[config.mk]
export PLATFORM = sky130hd
export DESIGN_NAME = arinc_label_filter
export DESIGN_NICKNAME = d
export VERILOG_FILES = /design/src/rtl/arinc_label_filter.sv
export SDC_FILE = /design/constraint.sdc
export NUM_CORES = 1
export LEC_CHECK = 0
export ABC_AREA = 1
export ABC_CLOCK_PERIOD_IN_PS = 1500
export BUFFER_PORTS_ARGS = -buffer_cell sky130_fd_sc_hd__buf_2
export CAP_MARGIN = 20
export CORE_ASPECT_RATIO = 0.6
export CORE_MARGIN = 2
export CORE_UTILIZATION = 35
export DETAILED_ROUTE_END_ITERATION = 8
export GPL_ROUTABILITY_DRIVEN = 0
export HOLD_SLACK_MARGIN = 0.15
export PLACE_DENSITY = 0.51
export SYNTH_ARGS = -nofsm -noshare
export SYNTH_HDL_FRONTEND = slang
export SYNTH_SLANG_ARGS = --single-unit
[constraint.sdc]
create_clock -name clk -period 1.5 [get_ports clk]
set_input_delay 0.3 -clock clk [delete_from_list [all_inputs] [get_ports clk]]
set_output_delay 0.3 -clock clk [all_outputs]
set_load 0.05 [all_outputs]
[src/rtl/arinc_label_filter.sv]
module arinc_label_filter #(
  parameter int N_LBL   = 16,
  parameter int LBL_W   = 8,
  parameter int WORD_W  = 32,
  parameter int SDI_POS = 8
) (
  input  logic              clk,
  input  logic              rst_n,
  input  logic [WORD_W-1:0] word_in,
  input  logic              word_done,
  input  logic              cfg_lbl_en,
  input  logic              cfg_sdi_en,
  input  logic              cfg_sdi_b9,
  input  logic              cfg_sdi_b10,
  input  logic              cfg_lbl_mode,
  input  logic              host_wr,
  input  logic [LBL_W-1:0]  host_wdata,
  input  logic              host_rd,
  output logic [LBL_W-1:0]  host_rdata,
  output logic              fifo_load,
  output logic [WORD_W-1:0] fifo_word
);
  localparam int IDX_W = $clog2(N_LBL);
  localparam int CNT_W = $clog2(N_LBL + 1);
  localparam logic [CNT_W-1:0] CNT_MAX = CNT_W'(N_LBL);

  logic [LBL_W-1:0] lbl_mem [N_LBL];
  logic [N_LBL-1:0] hit;
  logic             mode_q;
  logic [CNT_W-1:0] wr_cnt, rd_cnt;

  wire mode_rise = cfg_lbl_mode & ~mode_q;
  wire sess      = cfg_lbl_mode & mode_q;
  wire wr_take   = sess & host_wr & (wr_cnt < CNT_MAX);
  wire rd_take   = sess & host_rd & (rd_cnt < CNT_MAX);

  for (genvar i = 0; i < N_LBL; i++) begin : g_lbl
    assign hit[i] = (lbl_mem[i] == word_in[LBL_W-1:0]);
    always_ff @(posedge clk or negedge rst_n) begin
      if (!rst_n) lbl_mem[i] <= '0;
      else if (wr_take && wr_cnt[IDX_W-1:0] == IDX_W'(i)) lbl_mem[i] <= host_wdata;
    end
  end

  wire lbl_ok = ~cfg_lbl_en | (|hit);
  wire sdi_ok = ~cfg_sdi_en | ((word_in[SDI_POS] == cfg_sdi_b9) & (word_in[SDI_POS+1] == cfg_sdi_b10));
  wire accept = word_done & ~cfg_lbl_mode & lbl_ok & sdi_ok;

  always_ff @(posedge clk or negedge rst_n) begin
    if (!rst_n) begin
      mode_q     <= 1'b0;
      wr_cnt     <= '0;
      rd_cnt     <= '0;
      host_rdata <= '0;
      fifo_load  <= 1'b0;
      fifo_word  <= '0;
    end else begin
      mode_q    <= cfg_lbl_mode;
      fifo_load <= accept;
      if (accept) fifo_word <= word_in;
      if (mode_rise) begin
        wr_cnt <= '0;
        rd_cnt <= '0;
      end else begin
        if (wr_take) wr_cnt <= wr_cnt + 1'b1;
        if (rd_take) rd_cnt <= rd_cnt + 1'b1;
      end
      if (rd_take)      host_rdata <= lbl_mem[rd_cnt[IDX_W-1:0]];
      else if (host_rd) host_rdata <= '0;
    end
  end

  a_r2_load_needs_done: assert property (@(posedge clk) disable iff (!rst_n)
    fifo_load |-> $past(word_done));
  a_r9_no_load_in_label_mode: assert property (@(posedge clk) disable iff (!rst_n)
    fifo_load |-> !$past(cfg_lbl_mode));
  a_r4_sdi_bits_match: assert property (@(posedge clk) disable iff (!rst_n)
    (fifo_load && $past(cfg_sdi_en)) |->
      (fifo_word[SDI_POS] == $past(cfg_sdi_b9) && fifo_word[SDI_POS+1] == $past(cfg_sdi_b10)));
  a_r2_open_filter_passes: assert property (@(posedge clk) disable iff (!rst_n)
    (word_done && !cfg_lbl_mode && !cfg_lbl_en && !cfg_sdi_en) |=>
      (fifo_load && fifo_word == $past(word_in)));
  a_r7_index_bounded: assert property (@(posedge clk) disable iff (!rst_n)
    (wr_cnt <= CNT_MAX) && (rd_cnt <= CNT_MAX));
  a_r6_index_restart: assert property (@(posedge clk) disable iff (!rst_n)
    (cfg_lbl_mode && !mode_q) |=> (wr_cnt == '0 && rd_cnt == '0));
  a_r8_rdata_only_on_read: assert property (@(posedge clk) disable iff (!rst_n)
    !$past(host_rd) |-> $stable(host_rdata));
endmodule

==> impl_metrics.env <==
export IMPL_cts_tree="built"
export IMPL_synth_cells=1254
export IMPL_path_cells="inv_1, nand2_1, nand4_1, nor2_1, nand2_1, nand2_1, nor2_2, nand2_2, o21bai_4, clkbuf_16, nand2_1, nand2_1"
export IMPL_synth_edf_count=0
export IMPL_cts_sinks=180
export IMPL_cp_slowest_cell="dfrtp_1"
export IMPL_min_from="word_in[9]"
export IMPL_cp_arrival_ps=2320
export IMPL_io_pin_count=91
export IMPL_maxCapViolCount=0
export IMPL_critPathKind="reg2reg"
export IMPL_r2r_slack_ps=-430
export IMPL_area_growth_pct=52.1
export IMPL_rsz0062_at_grt="yes"
export IMPL_vdd_ir_drop_max_mv=0.716
export IMPL_worst_path_most_repeated_cell="nand2_1"
export IMPL_num_vias=10100
export IMPL_htreeDepth=4
export IMPL_whs_ps=190
export IMPL_grt_pass1_vias=9123
export IMPL_fp_dieW_um=220
export IMPL_hold_path_depth=4
export IMPL_tightest_slew_ps=404
export IMPL_track_usage_pct=26.1
export IMPL_drc=0
export IMPL_synth_avg_cell_area_um2=7.85
export IMPL_yosys_area_share_simple_pct=22.4
export IMPL_yosysUniqueCellTypes=36
export IMPL_synth_seq_cells=180
export IMPL_min_period_ps=1930
export IMPL_hold_viol=0
export IMPL_place_area_um2=12500
export IMPL_yosys_top_cells_count="nand2_1, o21ai_0, dfrtp_1"
export IMPL_ys_flop_type="dfrtp_1"
export IMPL_cp_max_fo=16
export IMPL_timing_fmax_mhz=519
export IMPL_yosysMostFrequentCell="nand2_1"
export IMPL_rows=47
export IMPL_timing_rr_end="fifo_word[31]"
export IMPL_firstDrtPassIters=5
export IMPL_cts_buffers=17
export IMPL_grt_max_degree=39
export IMPL_total_power_w=0.0154
export IMPL_core_um2=27600
export IMPL_r2r_cells=12
export IMPL_power_density_nw_per_um2=1030
export IMPL_synth_fp_nets=1309
export IMPL_clk_path_buf_depth=2
export IMPL_final_setup_viol_count=45
export IMPL_clk_pin_slew_ps=70
export IMPL_fillerInstances=2531
export IMPL_ant_nets=0
export IMPL_synth_top_area_share_pct=45.8
export IMPL_clkLatencyLatePin_ps=460
export IMPL_ys_seq_area_share_pct=45.8
export IMPL_async_flop_share_pct=100
export IMPL_drive_gt1_share_pct=36.7
export IMPL_netlist_area_um2=9840
export IMPL_drt_total_wl_mm=40.3
export IMPL_violations="setup timing"
export IMPL_cts_root_buf="clkbuf_16"
export IMPL_grt_pass1_wl_mm=56.4
export IMPL_cpPeakStageDelay_ps=410
export IMPL_drtIter0Drc=1036
export IMPL_dieHeight_um=134
export IMPL_die_area_um2=29500
export IMPL_end_kind="register"
export IMPL_status="finished, violations left"
export IMPL_wl_per_cell_um=20.4
export IMPL_min_path_type="in2reg"
export IMPL_stdcell_area_um2=15000
export IMPL_reg2reg_from="lbl_mem[51]"
export IMPL_fin_cells=1971
export IMPL_yosysWarnings=0
export IMPL_synth_area_mux_share_pct=0.203
export IMPL_grt_antenna_before_repair=2
export IMPL_gr_total_overflow=0
export IMPL_postLayoutSetupSlackWorst_ps=-428
export IMPL_via_per_inst=5.12
export IMPL_synth_compound_area_share_pct=14.6
export IMPL_finalClockSkew_ps=9.40
export IMPL_synth_top_family_by_area="simple AND/OR/NAND/NOR gates"
export IMPL_dp_cells=1866
export IMPL_hpwlAfterDp_mm=26.5
export IMPL_synth_area_leader_cell="dfrtp_1"
export IMPL_nets=1644
export IMPL_numPortBuffers=90
export IMPL_crit_family="simple AND/OR/NAND/NOR gates"
export IMPL_finalMaxSlewViolations=0
export IMPL_p_leak_nw=7.12
export IMPL_cp_required_ps=1890
export IMPL_yosys_area_share_xor_xnor_pct=8.54
export IMPL_path_buf_inv=2
export IMPL_holdPathEnd="fifo_word[9]"
export IMPL_critPathLaunchType="register"
export IMPL_start_util_pct=35.7
export IMPL_maxSlewHeadroom_pct=73.1
export IMPL_ys_top_cells_by_area="dfrtp_1, nand2_1, o21ai_0"
export IMPL_synth_fa_ha_area_share_pct=0.636
export IMPL_min_period_over_period_pct=129
-- final cells by class --
type | instances | area [µm²] | area share, %
Inverter | 79 | 312 | 2.08
Clock buffer | 25 | 526 | 3.51
Sequential cell | 180 | 4510 | 30.2
Clock inverter | 7 | 45.0 | 0.301
Antenna cell | 2 | 5.00 | 0.0334
Multi-Input combinational cell | 920 | 5340 | 35.7
Tap cell | 367 | 459 | 3.07
Timing Repair Buffer | 391 | 3770 | 25.2
-- repair_timing --
action                                  CTS  global route
buffers inserted                         12            17
hold buffers                             24             0
endpoints found under the hold margin   191             0
cloned                                    6            13
pin swaps                                24            61
endpoints found under the setup margin   47           173
gates resized for setup                  79           286
-- worst min-delay path, stage by stage --
cell and delay, ps:
buf_2 90, buf_4 90, nand3_1 60, nand2_1 60
-- routing by layer --
metal	global-route usage (%)	share of wire (%)
met1	41.8	50
met2	33.9	39
met3	7.44	10
met4	5.07	0.96
met5	0	0
-- registers in the layout, summed over array words and instances (netlist names) --
register,cells
host_rdata,8
mode_q,1
fifo_word,32
wr_cnt,5
fifo_load,1
rd_cnt,5
lbl_mem,128
-- cells in the final DEF (no fill, tap or decap), drive strengths merged, types with 8 or more instances in the layout --
cell type,Yosys,layout
nand4,12,12
clkinv,1,9
a21oi,25,25
clkbuf,42,40
xnor2,74,74
o211ai,8,8
nand2,381,381
o21ai,207,207
xor2,22,22
inv,78,76
dfrtp,180,180
nor2,97,97
nand3,58,58
dlygate4sd3,0,24
buf,33,352
o221ai,13,13
-- how the worst max path moves through the flow --
stage | start | to | slack [ps] | cells past startpoint
finish | lbl_mem[51] | fifo_word[31] | -430 | 12
global route | lbl_mem[51] | fifo_word[30] | -500 | 12
CTS | lbl_mem[123] | fifo_word[26] | -310 | 12
detailed placement | word_in[2] | fifo_word[26] | -660 | 13
global placement | word_in[3] | fifo_word[7] | -620 | 13
floorplan | word_in[5] | fifo_word[0] | -100 | 14
-- power breakdown --
| part | internal [W] | switching, W |
|---|---|---|
| Combinational | 0.00216 | 0.00304 |
| Clock | 0.00242 | 0.00200 |
| Sequential | 0.00539 | 0.000429 |
-- kinds of logic (layout without fill, tap and decap cells) --
family	count (synthesis)	in the layout
simple gates	552	552
compound gates	265	265
flops	180	180
buf+inv	154	502
xor+xnor	96	96
fa+ha+maj	5	5
mux	2	2
other cells	0	2
-- per-stage QoR --
step / util (%) / setup TNS (ps) / setup WS, ps
2_1_floorplan: - / -3180 / -99.7
3_3_place_gp: 45.2 / -22830 / -622
3_5_place_dp: 45.2 / -23930 / -661
4_1_cts: 49.8 / -11120 / -309
5_1_grt: 54.2 / -18750 / -503
6_report: 54.3 / -14970 / -428
Note: power is estimated with default switching activity, not from simulation.
